[src/rtl/nic_regs_pkg.sv]
package nic_regs_pkg;
  localparam int DW = 16;
  localparam int AW = 4;
  localparam int TW = 2 * DW;
  localparam int NTALLY = 3;
  typedef logic [AW-1:0] addr_t;
  typedef logic [DW-1:0] word_t;

  localparam addr_t A_CMD   = 4'd0;
  localparam addr_t A_DCFG  = 4'd1;
  localparam addr_t A_RXCTL = 4'd2;
  localparam addr_t A_TXCTL = 4'd3;
  localparam addr_t A_MASK  = 4'd4;
  localparam addr_t A_STAT  = 4'd5;
  localparam addr_t A_TLO   = 4'd6;
  localparam addr_t A_THI   = 4'd7;
  localparam addr_t A_REV   = 4'd8;
  localparam addr_t A_EOB   = 4'd9;
  localparam addr_t A_TAL0  = 4'd10;
  localparam addr_t A_DCFG2 = 4'd13;

  localparam int C_HTX   = 0;
  localparam int C_TXP   = 1;
  localparam int C_RXDIS = 2;
  localparam int C_RXEN  = 3;
  localparam int C_STP   = 4;
  localparam int C_ST    = 5;
  localparam int C_RST   = 7;
  localparam int C_RRRA  = 8;
  localparam int C_LCAM  = 9;

  localparam word_t CMD_KEEP   = 16'h03BF;
  localparam word_t DCFG_KEEP  = 16'hBFFF;
  localparam word_t DCFG2_KEEP = 16'hF017;
  localparam word_t TXCTL_KEEP = 16'hF000;
  localparam word_t RXCTL_KEEP = 16'hFFE0;
  localparam word_t MASK_KEEP  = 16'h7FFF;
  localparam word_t CMD_RST    = 16'h0094;
  localparam word_t REV_VAL    = 16'h0004;
  localparam word_t EOB_RST    = 16'h02F8;
  localparam int    ST_UFLOW   = 7;
endpackage

[src/rtl/nic_cmd_ctrl.sv]
module nic_cmd_ctrl
  import nic_regs_pkg::*;
(
  input  logic  clk,
  input  logic  rst,
  input  logic  cmd_we,
  input  word_t wdata,
  input  logic  tx_done,
  input  logic  cam_done,
  output word_t cmd_q,
  output logic  tx_stb,
  output logic  rxen_stb,
  output logic  rxdis_stb,
  output logic  rra_stb,
  output logic  cam_stb
);
  word_t cmd_n;
  logic  tx_n, rxen_n, rxdis_n, rra_n, cam_n;

  always_comb begin
    cmd_n   = cmd_q;
    tx_n    = 1'b0;
    rxen_n  = 1'b0;
    rxdis_n = 1'b0;
    rra_n   = 1'b0;
    cam_n   = 1'b0;
    if (cmd_we) begin
      if (cmd_q[C_RST] && !wdata[C_RST]) begin
        cmd_n[C_RST] = 1'b0;
      end else begin
        cmd_n = cmd_q | (wdata & CMD_KEEP);
        if (wdata[C_TXP]) tx_n = 1'b1;
        if (wdata[C_RXDIS]) begin
          cmd_n[C_RXEN] = 1'b0;
          rxdis_n       = 1'b1;
        end
        if (wdata[C_RXEN]) begin
          cmd_n[C_RXDIS] = 1'b0;
          rxen_n         = 1'b1;
        end
        if (wdata[C_STP]) cmd_n[C_ST]  = 1'b0;
        if (wdata[C_ST])  cmd_n[C_STP] = 1'b0;
        if (wdata[C_RST]) begin
          cmd_n[C_LCAM]  = 1'b0;
          cmd_n[C_RRRA]  = 1'b0;
          cmd_n[C_TXP]   = 1'b0;
          cmd_n[C_HTX]   = 1'b0;
          cmd_n[C_RST]   = 1'b1;
          cmd_n[C_RXDIS] = 1'b1;
        end
        if (wdata[C_RRRA]) begin
          cmd_n[C_RRRA] = 1'b0;
          rra_n         = 1'b1;
        end
        if (wdata[C_LCAM]) cam_n = 1'b1;
      end
    end else begin
      if (tx_done)  cmd_n[C_TXP]  = 1'b0;
      if (cam_done) cmd_n[C_LCAM] = 1'b0;
    end
  end

  always_ff @(posedge clk) begin
    if (rst) begin
      cmd_q     <= CMD_RST;
      tx_stb    <= 1'b0;
      rxen_stb  <= 1'b0;
      rxdis_stb <= 1'b0;
      rra_stb   <= 1'b0;
      cam_stb   <= 1'b0;
    end else begin
      cmd_q     <= cmd_n;
      tx_stb    <= tx_n;
      rxen_stb  <= rxen_n;
      rxdis_stb <= rxdis_n;
      rra_stb   <= rra_n;
      cam_stb   <= cam_n;
    end
  end


  leave_reset_only_chk: assert property (@(posedge clk) disable iff (rst)
    (cmd_we && cmd_q[C_RST] && !wdata[C_RST]) |=>
      (!cmd_q[C_RST] && !tx_stb && !rxen_stb && !rxdis_stb && !rra_stb && !cam_stb));


  soft_reset_chk: assert property (@(posedge clk) disable iff (rst)
    (cmd_we && wdata[C_RST]) |=>
      (cmd_q[C_RST] && cmd_q[C_RXDIS] && !cmd_q[C_TXP] && !cmd_q[C_LCAM] && !cmd_q[C_HTX]));


  rra_not_kept_chk: assert property (@(posedge clk) disable iff (rst)
    !cmd_q[C_RRRA]);


  rx_exclusive_chk: assert property (@(posedge clk) disable iff (rst)
    (cmd_we && !cmd_q[C_RST] && wdata[C_RXEN] && !wdata[C_RXDIS] && !wdata[C_RST]) |=>
      (cmd_q[C_RXEN] && !cmd_q[C_RXDIS]));
endmodule

[src/rtl/nic_irq_ctrl.sv]
module nic_irq_ctrl
  import nic_regs_pkg::*;
(
  input  logic  clk,
  input  logic  rst,
  input  logic  mask_we,
  input  logic  stat_we,
  input  word_t wdata,
  input  word_t set_vec,
  output word_t mask_q,
  output word_t stat_q,
  output logic  irq_q
);
  word_t mask_n, stat_n;

  always_comb begin
    mask_n = mask_we ? (wdata & MASK_KEEP) : mask_q;
    stat_n = (stat_we ? (stat_q & ~wdata) : stat_q) | set_vec;
  end

  always_ff @(posedge clk) begin
    if (rst) begin
      mask_q <= '0;
      stat_q <= '0;
      irq_q  <= 1'b0;
    end else begin
      mask_q <= mask_n;
      stat_q <= stat_n;
      irq_q  <= |(mask_n & stat_n);
    end
  end


  irq_level_chk: assert property (@(posedge clk) disable iff (rst)
    irq_q == (|(mask_q & stat_q)));


  w1c_clear_chk: assert property (@(posedge clk) disable iff (rst)
    (stat_we && set_vec == '0) |=> stat_q == ($past(stat_q) & ~$past(wdata)));


  set_wins_chk: assert property (@(posedge clk) disable iff (rst)
    (set_vec != '0) |=> ((stat_q & $past(set_vec)) == $past(set_vec)));


  mask_top_chk: assert property (@(posedge clk) disable iff (rst)
    !mask_q[DW-1]);
endmodule

[src/rtl/nic_wd_timer.sv]
module nic_wd_timer
  import nic_regs_pkg::*;
(
  input  logic          clk,
  input  logic          rst,
  input  logic          lo_we,
  input  logic          hi_we,
  input  word_t         wdata,
  input  logic          run,
  input  logic          tick,
  output logic [TW-1:0] cnt_q,
  output logic          uflow
);
  logic step;

  assign step  = run && tick && !lo_we && !hi_we;
  assign uflow = step && (cnt_q == '0);

  always_ff @(posedge clk) begin
    if (rst) begin
      cnt_q <= '0;
    end else if (lo_we) begin
      cnt_q[DW-1:0] <= wdata;
    end else if (hi_we) begin
      cnt_q[TW-1:DW] <= wdata;
    end else if (step) begin
      if (cnt_q == '0) cnt_q <= '1;
      else             cnt_q <= cnt_q - 1'b1;
    end
  end


  count_down_chk: assert property (@(posedge clk) disable iff (rst)
    (step && cnt_q != '0) |=> cnt_q == $past(cnt_q) - 1'b1);


  hold_stopped_chk: assert property (@(posedge clk) disable iff (rst)
    (!run && !lo_we && !hi_we) |=> $stable(cnt_q));


  reload_chk: assert property (@(posedge clk) disable iff (rst)
    uflow |=> (&cnt_q));
endmodule

[src/rtl/nic_ctrl_regs.sv]
module nic_ctrl_regs
  import nic_regs_pkg::*;
(
  input  logic          clk,
  input  logic          rst,
  input  logic          bus_sel,
  input  logic          bus_we,
  input  logic [AW-1:0] bus_addr,
  input  logic [DW-1:0] bus_wdata,
  output logic [DW-1:0] bus_rdata,
  input  logic          tick_i,
  input  logic [DW-1:0] status_set_i,
  input  logic          tx_done_i,
  input  logic          cam_done_i,
  output logic          irq_o,
  output logic          tx_start_o,
  output logic          rx_enable_o,
  output logic          rx_disable_o,
  output logic          rra_read_o,
  output logic          cam_load_o
);
  logic          wr, rd, rst_mode, uflow;
  word_t         cmd_q, mask_q, stat_q, set_vec;
  word_t         dcfg_q, dcfg2_q, rxctl_q, txctl_q, eob_q;
  word_t         tally_q [NTALLY];
  word_t         rmux;
  logic [TW-1:0] cnt_q;

  assign wr       = bus_sel && bus_we;
  assign rd       = bus_sel && !bus_we;
  assign rst_mode = cmd_q[C_RST];

  always_comb begin
    set_vec           = status_set_i;
    set_vec[ST_UFLOW] = status_set_i[ST_UFLOW] | uflow;
  end

  nic_cmd_ctrl u_cmd (
    .clk      (clk),
    .rst      (rst),
    .cmd_we   (wr && bus_addr == A_CMD),
    .wdata    (bus_wdata),
    .tx_done  (tx_done_i),
    .cam_done (cam_done_i),
    .cmd_q    (cmd_q),
    .tx_stb   (tx_start_o),
    .rxen_stb (rx_enable_o),
    .rxdis_stb(rx_disable_o),
    .rra_stb  (rra_read_o),
    .cam_stb  (cam_load_o)
  );

  nic_irq_ctrl u_irq (
    .clk    (clk),
    .rst    (rst),
    .mask_we(wr && bus_addr == A_MASK),
    .stat_we(wr && bus_addr == A_STAT),
    .wdata  (bus_wdata),
    .set_vec(set_vec),
    .mask_q (mask_q),
    .stat_q (stat_q),
    .irq_q  (irq_o)
  );

  nic_wd_timer u_tmr (
    .clk  (clk),
    .rst  (rst),
    .lo_we(wr && bus_addr == A_TLO),
    .hi_we(wr && bus_addr == A_THI),
    .wdata(bus_wdata),
    .run  (!cmd_q[C_STP]),
    .tick (tick_i),
    .cnt_q(cnt_q),
    .uflow(uflow)
  );

  always_ff @(posedge clk) begin
    if (rst) begin
      dcfg_q  <= '0;
      dcfg2_q <= '0;
      rxctl_q <= '0;
      txctl_q <= '0;
      eob_q   <= EOB_RST;
    end else if (wr) begin
      case (bus_addr)
        A_DCFG:  if (rst_mode) dcfg_q  <= bus_wdata & DCFG_KEEP;
        A_DCFG2: if (rst_mode) dcfg2_q <= bus_wdata & DCFG2_KEEP;
        A_RXCTL: rxctl_q <= bus_wdata & RXCTL_KEEP;
        A_TXCTL: txctl_q <= bus_wdata & TXCTL_KEEP;
        A_EOB:   eob_q   <= bus_wdata;
        default: ;
      endcase
    end
  end

  for (genvar g = 0; g < NTALLY; g++) begin : g_tally
    localparam addr_t TA = addr_t'(int'(A_TAL0) + g);
    always_ff @(posedge clk) begin
      if (rst)                        tally_q[g] <= '0;
      else if (wr && bus_addr == TA)  tally_q[g] <= ~bus_wdata;
    end
  end

  always_comb begin
    case (bus_addr)
      A_CMD:   rmux = cmd_q;
      A_DCFG:  rmux = dcfg_q;
      A_RXCTL: rmux = rxctl_q;
      A_TXCTL: rmux = txctl_q;
      A_MASK:  rmux = mask_q;
      A_STAT:  rmux = stat_q;
      A_TLO:   rmux = cnt_q[DW-1:0];
      A_THI:   rmux = cnt_q[TW-1:DW];
      A_REV:   rmux = REV_VAL;
      A_EOB:   rmux = eob_q;
      A_DCFG2: rmux = dcfg2_q;
      default: rmux = '0;
    endcase
    for (int i = 0; i < NTALLY; i++) begin
      if (bus_addr == addr_t'(int'(A_TAL0) + i)) rmux = tally_q[i];
    end
  end

  always_ff @(posedge clk) begin
    if (rst)     bus_rdata <= '0;
    else if (rd) bus_rdata <= rmux;
  end


  dcfg_gate_chk: assert property (@(posedge clk) disable iff (rst)
    (wr && bus_addr == A_DCFG && !rst_mode) |=> $stable(dcfg_q));


  dcfg2_gate_chk: assert property (@(posedge clk) disable iff (rst)
    (wr && bus_addr == A_DCFG2 && !rst_mode) |=> $stable(dcfg2_q));


  uflow_status_chk: assert property (@(posedge clk) disable iff (rst)
    uflow |=> stat_q[ST_UFLOW]);
endmodule

[config.mk]
export PLATFORM = sky130hd
export DESIGN_NAME = nic_ctrl_regs
export DESIGN_NICKNAME = d
export VERILOG_FILES = /design/src/rtl/nic_regs_pkg.sv /design/src/rtl/nic_cmd_ctrl.sv /design/src/rtl/nic_irq_ctrl.sv /design/src/rtl/nic_wd_timer.sv /design/src/rtl/nic_ctrl_regs.sv
export SDC_FILE = /design/constraint.sdc
export NUM_CORES = 1
export LEC_CHECK = 0
export ABC_AREA = 1
export BUFFER_PORTS_ARGS = -buffer_cell sky130_fd_sc_hd__clkbuf_2
export CAP_MARGIN = 20
export CORE_MARGIN = 5
export CORE_UTILIZATION = 60
export CTS_CLUSTER_SIZE = 28
export DETAILED_ROUTE_END_ITERATION = 10
export GPL_TIMING_DRIVEN = 0
export PLACE_DENSITY = 0.77
export SLEW_MARGIN = 20
export SYNTH_ARGS = -nofsm -noshare
export SYNTH_HDL_FRONTEND = slang
export SYNTH_HIERARCHICAL = 1
export SYNTH_SLANG_ARGS = --single-unit
[constraint.sdc]
create_clock -name clk -period 5.5 [get_ports clk]
set_input_delay 0.55 -clock clk [delete_from_list [all_inputs] [get_ports clk]]
set_output_delay 0.55 -clock clk [all_outputs]
set_load 0.02 [all_outputs]
==> results of run 1 <==
## worst paths after layout
check,cells after the start,end
max,6,tally_q[0][0]
min,3,u_irq/stat_q[10]
max reg2reg,16,u_irq/irq_q
min reg2reg,2,txctl_q[12]
## flip-flops by register name, summed over array words and instances (netlist names), 9 cells and up
register      count
tally_q          48
eob_q            16
u_tmr/cnt_q      32
bus_rdata        16
rxctl_q          11
u_irq/stat_q     16
u_irq/mask_q     16
u_cmd/cmd_q       9
dcfg_q           15
## critical path, cell delays in order
cell and delay [ps]:
clkbuf_2 210, clkbuf_1 270, inv_1 220, clkbuf_1 450, clkbuf_1 540, nand2_1 570
## cells in the final DEF (no fill, tap or decap), drive strengths merged
cell type / n
clkinvlp: 1
xor2: 7
a21oi: 129
o21bai: 3
nand2: 520
clkinv: 7
or2: 13
o21ai: 66
dfxtp: 149
nand3: 166
xnor2: 1
bufinv: 1
buf: 50
nor3: 6
edfxtp: 48
nor2: 259
o221ai: 1
nand3b: 1
nand4: 12
clkbuf: 104
inv: 130
conb: 7
ha: 2
## cell type report
class | count | area [um^2]
fillers | 1591 | 5490
well taps | 225 | 282
inverters | 126 | 475
repair buffers | 66 | 343
clock buffers | 19 | 443
flip-flops and latches | 197 | 4420
clock inverters | 13 | 138
plain buffers | 69 | 385
multi-input cells | 1193 | 5310
## per-stage QoR
step | util [%] | setup WS (ps)
6_report | 68.2 | 2710
5_1_grt | 68.2 | 2640
4_1_cts | 68.2 | 2840
3_5_place_dp | 64.9 | 2390
3_3_place_gp | 64.7 | 1550
2_1_floorplan | - | 2700
## kinds of logic after synthesis
kind of cell             after synthesis
adder cells (fa/ha/maj)                2
buffers and inverters                195
other                                  1
XOR/XNOR                               8
flip-flops                           197
AO/OA/AOI/OAI                        199
AND/OR/NAND/NOR                      977
## power by group through the flow
| stage | Combinational [mW] | Clock, mW | Sequential [mW] |
|---|---|---|---|
| floorplan | 0.299 | 0 | 1.58 |
| global placement | 0.459 | 0 | 1.58 |
| detailed placement | 0.466 | 0 | 1.58 |
| CTS | 0.469 | 1.27 | 1.55 |
| global route | 0.524 | 1.34 | 1.55 |
| finish | 0.482 | 1.26 | 1.55 |
## layer usage
layer	vias to the layer above	share of wire, %	global-route usage [%]
li1	5235	-	-
met1	4994	40	48.5
met2	632	44	55.4
met3	114	11	7.30
met4	0	6.1	20.6
met5	-	0	0
==> reports/results.ini, run 1 <==
[outcome]
outcome = complete, no violations

[logic_synthesis]
synthSimpleGateAreaFrac_pct = 39.3
post-synth-top-area-fraction_pct = 28.2
synthArstFlopShare_pct = 0
synth_compound_area_share_pct = 9.74
ys_seq_area_share_pct = 41.9
synth_top_family_by_area = simple AND/OR/NAND/NOR gates
netlist_instances = 1579
yosys_warnings = 6
synth_edf_count = 48
synthMuxAreaShare_pct = 0
synthTopCellsByArea = dfxtp_1 (28%), nand2_1 (18%), edfxtp_1 (14%)
synth.ff_latch_count = 197
synth_common_cells = nand2_1 (502), nor2_1 (236), nand3_1 (163), dfxtp_1 (149), a21oi_1 (123)
synth_fa_ha_area_share_pct = 0.237
ys.flop_type = dfxtp_1
synthXorXnorAreaFrac_pct = 0.663
syn-cell-area_um2 = 10600
synth.distinct_cells = 38
synth.largest_area_cell = dfxtp_1
avgSynthCellArea_um2 = 6.69
yosysMostFrequentCell = nand2_1

[power]
p_leak_nw = 5.55
clockPowerShare_pct = 38.4
power_switching_share_pct = 29.8
p_sw_uw = 983
ir_drop_v = 0.000225
seqPwrFrac_pct = 47.0
internal_power_mw = 2.31
powerDensity_nw_per_um2 = 279
combPwrFrac_pct = 14.6
finalPower_mw = 3.30

[setup_path]
startpoint = rst
setup.worst_path.class = input pin to flop
crit_arrival_ps = 2820
reg2reg_slack_ps = 3370
worstReg2RegStart = u_tmr/cnt_q[14]
required_ps = 5530
critPathLaunchType = input pin
cp_max_fo = 16
end_kind = flop

[sta]
fin_crit_sh_pct = 50.8
slew_viol_final = 0
max_freq_mhz = 358
tns_ps = 0
fin_skew_ps = 16.9
final-hold-violation-count = 0
hold_ws_ps = 337
rsz0062_at_grt = false
period_needed_ps = 2790
setup_viol = 0
worstMarginPinSlew_ps = 991
relSlewSlack_pct = 33.5

[worst_hold_path]
hold_path_startpoint = status_set_i[10]
hold_path_class = input pin to flop

[placed_design]
dp_hpwl_um = 26900
gp_congestion = 1.02
postPlaceCellArea_um2 = 11200
portBuffers = 64
place_inst = 1876

[clock_tree]
post_cts_resize_count = 0
hold_buffers = 0
cts_buffer_depth = 2
clockRootBuffer = clkbuf_16
clk_pin_slew_ps = 80
post_cts_buffers = 0
clock_latency_ps = 440
cts_tree = done
clock_sinks = 197
h-tree-depth = 4
cts_buffers = 17

[routing]
post-route-drc-count = 0
wl_per_cell_um = 19.3
wl_um = 36900
drt-initial-drc-count = 1388
via_count = 11000
drtAntennaViolNets = 0
viasPerCell = 5.75
firstDrtPassIters = 7

[global_route]
grt_max_degree = 20
grt_util_all_layers_pct = 36.4
antenna_found_initial = 0
grt_pass1_vias = 9963
grt_pass1_wl_um = 55900
gr-total-overflow = 0

[floorplan]
dieArea_um2 = 20400
ios = 65
die_h_um = 143
core_area_um2 = 17300
fp.dieW_um = 143
initial_core_util_pct = 61.1
num_rows = 48

[cells_and_area]
instances_no_fill = 1908
syn_to_final_growth_pct = 11.7
final_nets = 1715
drive_above_1_share_pct = 12.7
n_antenna_cell = 0
design_area_um2 = 11800

[run]
maxCapViolations = 0

(Power assumes the default switching activity.)
==> run 2: changes to the inputs <==
- CORE_UTILIZATION: 60 -> 55
- PLACE_DENSITY: 0.77 -> 0.74
- clock period: 5.5 -> 2.5 ns (I/O delays scaled with it)
==> reports/results.ini, run 2 (synthesis gave the netlist of run 1 again) <==
[global_route]
grt_max_degree = 20  ; unchanged
grt_pass1_vias = 9889  ; -0.74%
antenna_found_initial = 0  ; unchanged
gr-total-overflow = 0  ; unchanged
grt_pass1_wl_um = 57300  ; +2.5%
grt_util_all_layers_pct = 34.3  ; -2.1 points

[setup_path]
reg2reg_to = u_irq/irq_q
reg2reg_depth = 16  ; unchanged
end_kind = flop
cp_num_buf_inv = 4  ; -1
required_ps = 2820  ; -2710 ps
cpLargestDelayFamily = simple AND/OR/NAND/NOR gates
cp_slowest_stage_delay_ps = 360  ; -210 ps
setup.worst_path.class = input pin to flop
critical_path.most_common_cell = nor2_1
crit_arrival_ps = 2680  ; -140 ps
crit_chain = clkbuf_2, inv_1, nor2_1, nand2_1, nor2_1, inv_2, nand4_4, nor2_1, or2_2, inv_1, nand2_1, nand2_1, nand2_1, nor2_1, nand2_1, nor2_1, nor2_1
reg2reg_slack_ps = 340  ; -3030 ps
worstReg2RegStart = u_tmr/cnt_q[14]
cp_max_fo = 10  ; -6
critPathLaunchType = input pin
slowest_stage = nor2_1

[cells_and_area]
largestRegisters = tally_q x48, u_tmr/cnt_q x32
layout_common_cells = nand2_1 (501), nor2_1 (236), nand3_1 (163)
drive_above_1_share_pct = 12.9  ; +0.22 points
regMostFlops = tally_q
final_nets = 1717  ; +0.12%
largest_register_ffs = 48  ; unchanged
n_antenna_cell = 0  ; unchanged
layout_commonest_cell = nand2_1
syn_to_final_growth_pct = 12.5

[sta]
fin_skew_ps = 11.0  ; -5.92 ps
fin_crit_sh_pct = 94.5
max_freq_mhz = 423
period_needed_ps = 2360
worstMarginPinSlew_ps = 1020  ; +25.0 ps
rsz0062_at_grt = false
slew_viol_final = 0  ; unchanged
relSlewSlack_pct = 31.8  ; -1.7 points
final-hold-violation-count = 0  ; unchanged
finalWorstSetupSlack_ps = 138  ; -2570 ps
setup_viol = 0  ; unchanged

[run]
maxCapViolations = 0  ; unchanged

[worst_hold_path]
hold_path_startpoint = status_set_i[10]
hold_path_class = input pin to flop
holdPathStages = 3  ; unchanged
holdPathEnd = u_irq/stat_q[10]

[power]
finalPower_mw = 7.30  ; +120%
powerDensity_nw_per_um2 = 614  ; +120%
ir_drop_v = 0.000455  ; +100%
p_leak_nw = 5.56  ; +0.20%

[floorplan]
core_area_um2 = 18800  ; +8.9%
dieArea_um2 = 22100  ; +8.4%
ios = 65  ; unchanged
initial_core_util_pct = 56.1  ; -5.0 points
fp.dieW_um = 149  ; +4.1%
num_rows = 50  ; +4.2%
die_h_um = 149  ; +4.1%

[routing]
drt-initial-drc-count = 1367  ; -1.5%
firstDrtPassIters = 8  ; +1
via_count = 10900  ; -0.90%
wl_per_cell_um = 19.5  ; +0.59%
viasPerCell = 5.59  ; -2.8%
drtAntennaViolNets = 0  ; unchanged
wl_um = 37800  ; +2.5%
post-route-drc-count = 0  ; unchanged

[clock_tree]
hold_buffers = 0  ; unchanged
cts_tree = done
clock_latency_ps = 450  ; about the same
cts_buffers = 17  ; unchanged
clk_pin_slew_ps = 80  ; about the same
h-tree-depth = 4  ; unchanged
cts_buffer_depth = 2  ; unchanged
clock_sinks = 197  ; unchanged
clockRootBuffer = clkbuf_16

[placed_design]
post-place-ws_ps = -403  ; -2800 ps
dp_hpwl_um = 27600  ; +2.3%
gp_congestion = 0.990  ; -3.0%
portBuffers = 64  ; unchanged

[outcome]
outcome = complete, no violations

-- run 2: worst max-delay path by stage --
stage | from | to | depth (start not counted)
6_report | bus_addr[1] | u_irq/irq_q | 17
5_1_grt | rst | tally_q[0][0] | 6
4_1_cts | rst | tally_q[0][3] | 6
3_5_place_dp | rst | tally_q[0][3] | 6
3_3_place_gp | bus_addr[0] | tally_q[2][6] | 6
2_1_floorplan | bus_addr[2] | tally_q[1][0] | 6
-- run 2: layer usage --
layer / wire length, um / GRT usage [%] / vias up
met4: 2000 / 16.6 / 0
met5: 0 / 0 / -
met2: 16600 / 52.9 / 563
met1: 15600 / 46.8 / 4974
li1: - / - / 5242
met3: 3580 / 5.73 / 97
-- run 2: stage by stage --
step	TNS, ps	hold slack, ps	util [%]	area [um^2]	std cells
after floorplan	0	320	-	10600	1585
after global placement	-40510	435	59.7	11200	1909
after detailed placement	-12020	438	59.8	11300	1911
after CTS	0	34.7	63.0	11900	1943
after global routing	0	53.3	63.1	11900	1945
final	0	37.4	63.1	11900	1945
-- run 2: area by class of cell --
type	count	area [um^2]
fill	1822	6940
multi-input combinational	1193	5320
sequential	197	4420
inverter	126	479
clock buffer	18	429
buffer	69	388
timing repair buffer	68	358
tap	260	325
clock inverter	14	169
-- run 2: timing repair --
action,CTS,global route
gates resized for setup,0,3
setup endpoints to repair,0,20
setup buffers,0,2
-- run 2: worst register-to-register path: cells and delay by family (launching register included) --
| kind | cells | cell delay, ps |
|---|---|---|
| simple gates | 14 | 1420 |
| flops | 1 | 500 |
| buf+inv | 2 | 120 |
-- run 2: power breakdown --
part           switching, mW  total [mW]  internal (mW)  leakage (nW)
Combinational          0.768        1.07          0.303          3.61
Clock                   1.39        2.82           1.43         0.290
Sequential            0.0606        3.41           3.35          1.67
Total                   2.22        7.30           5.08          5.56
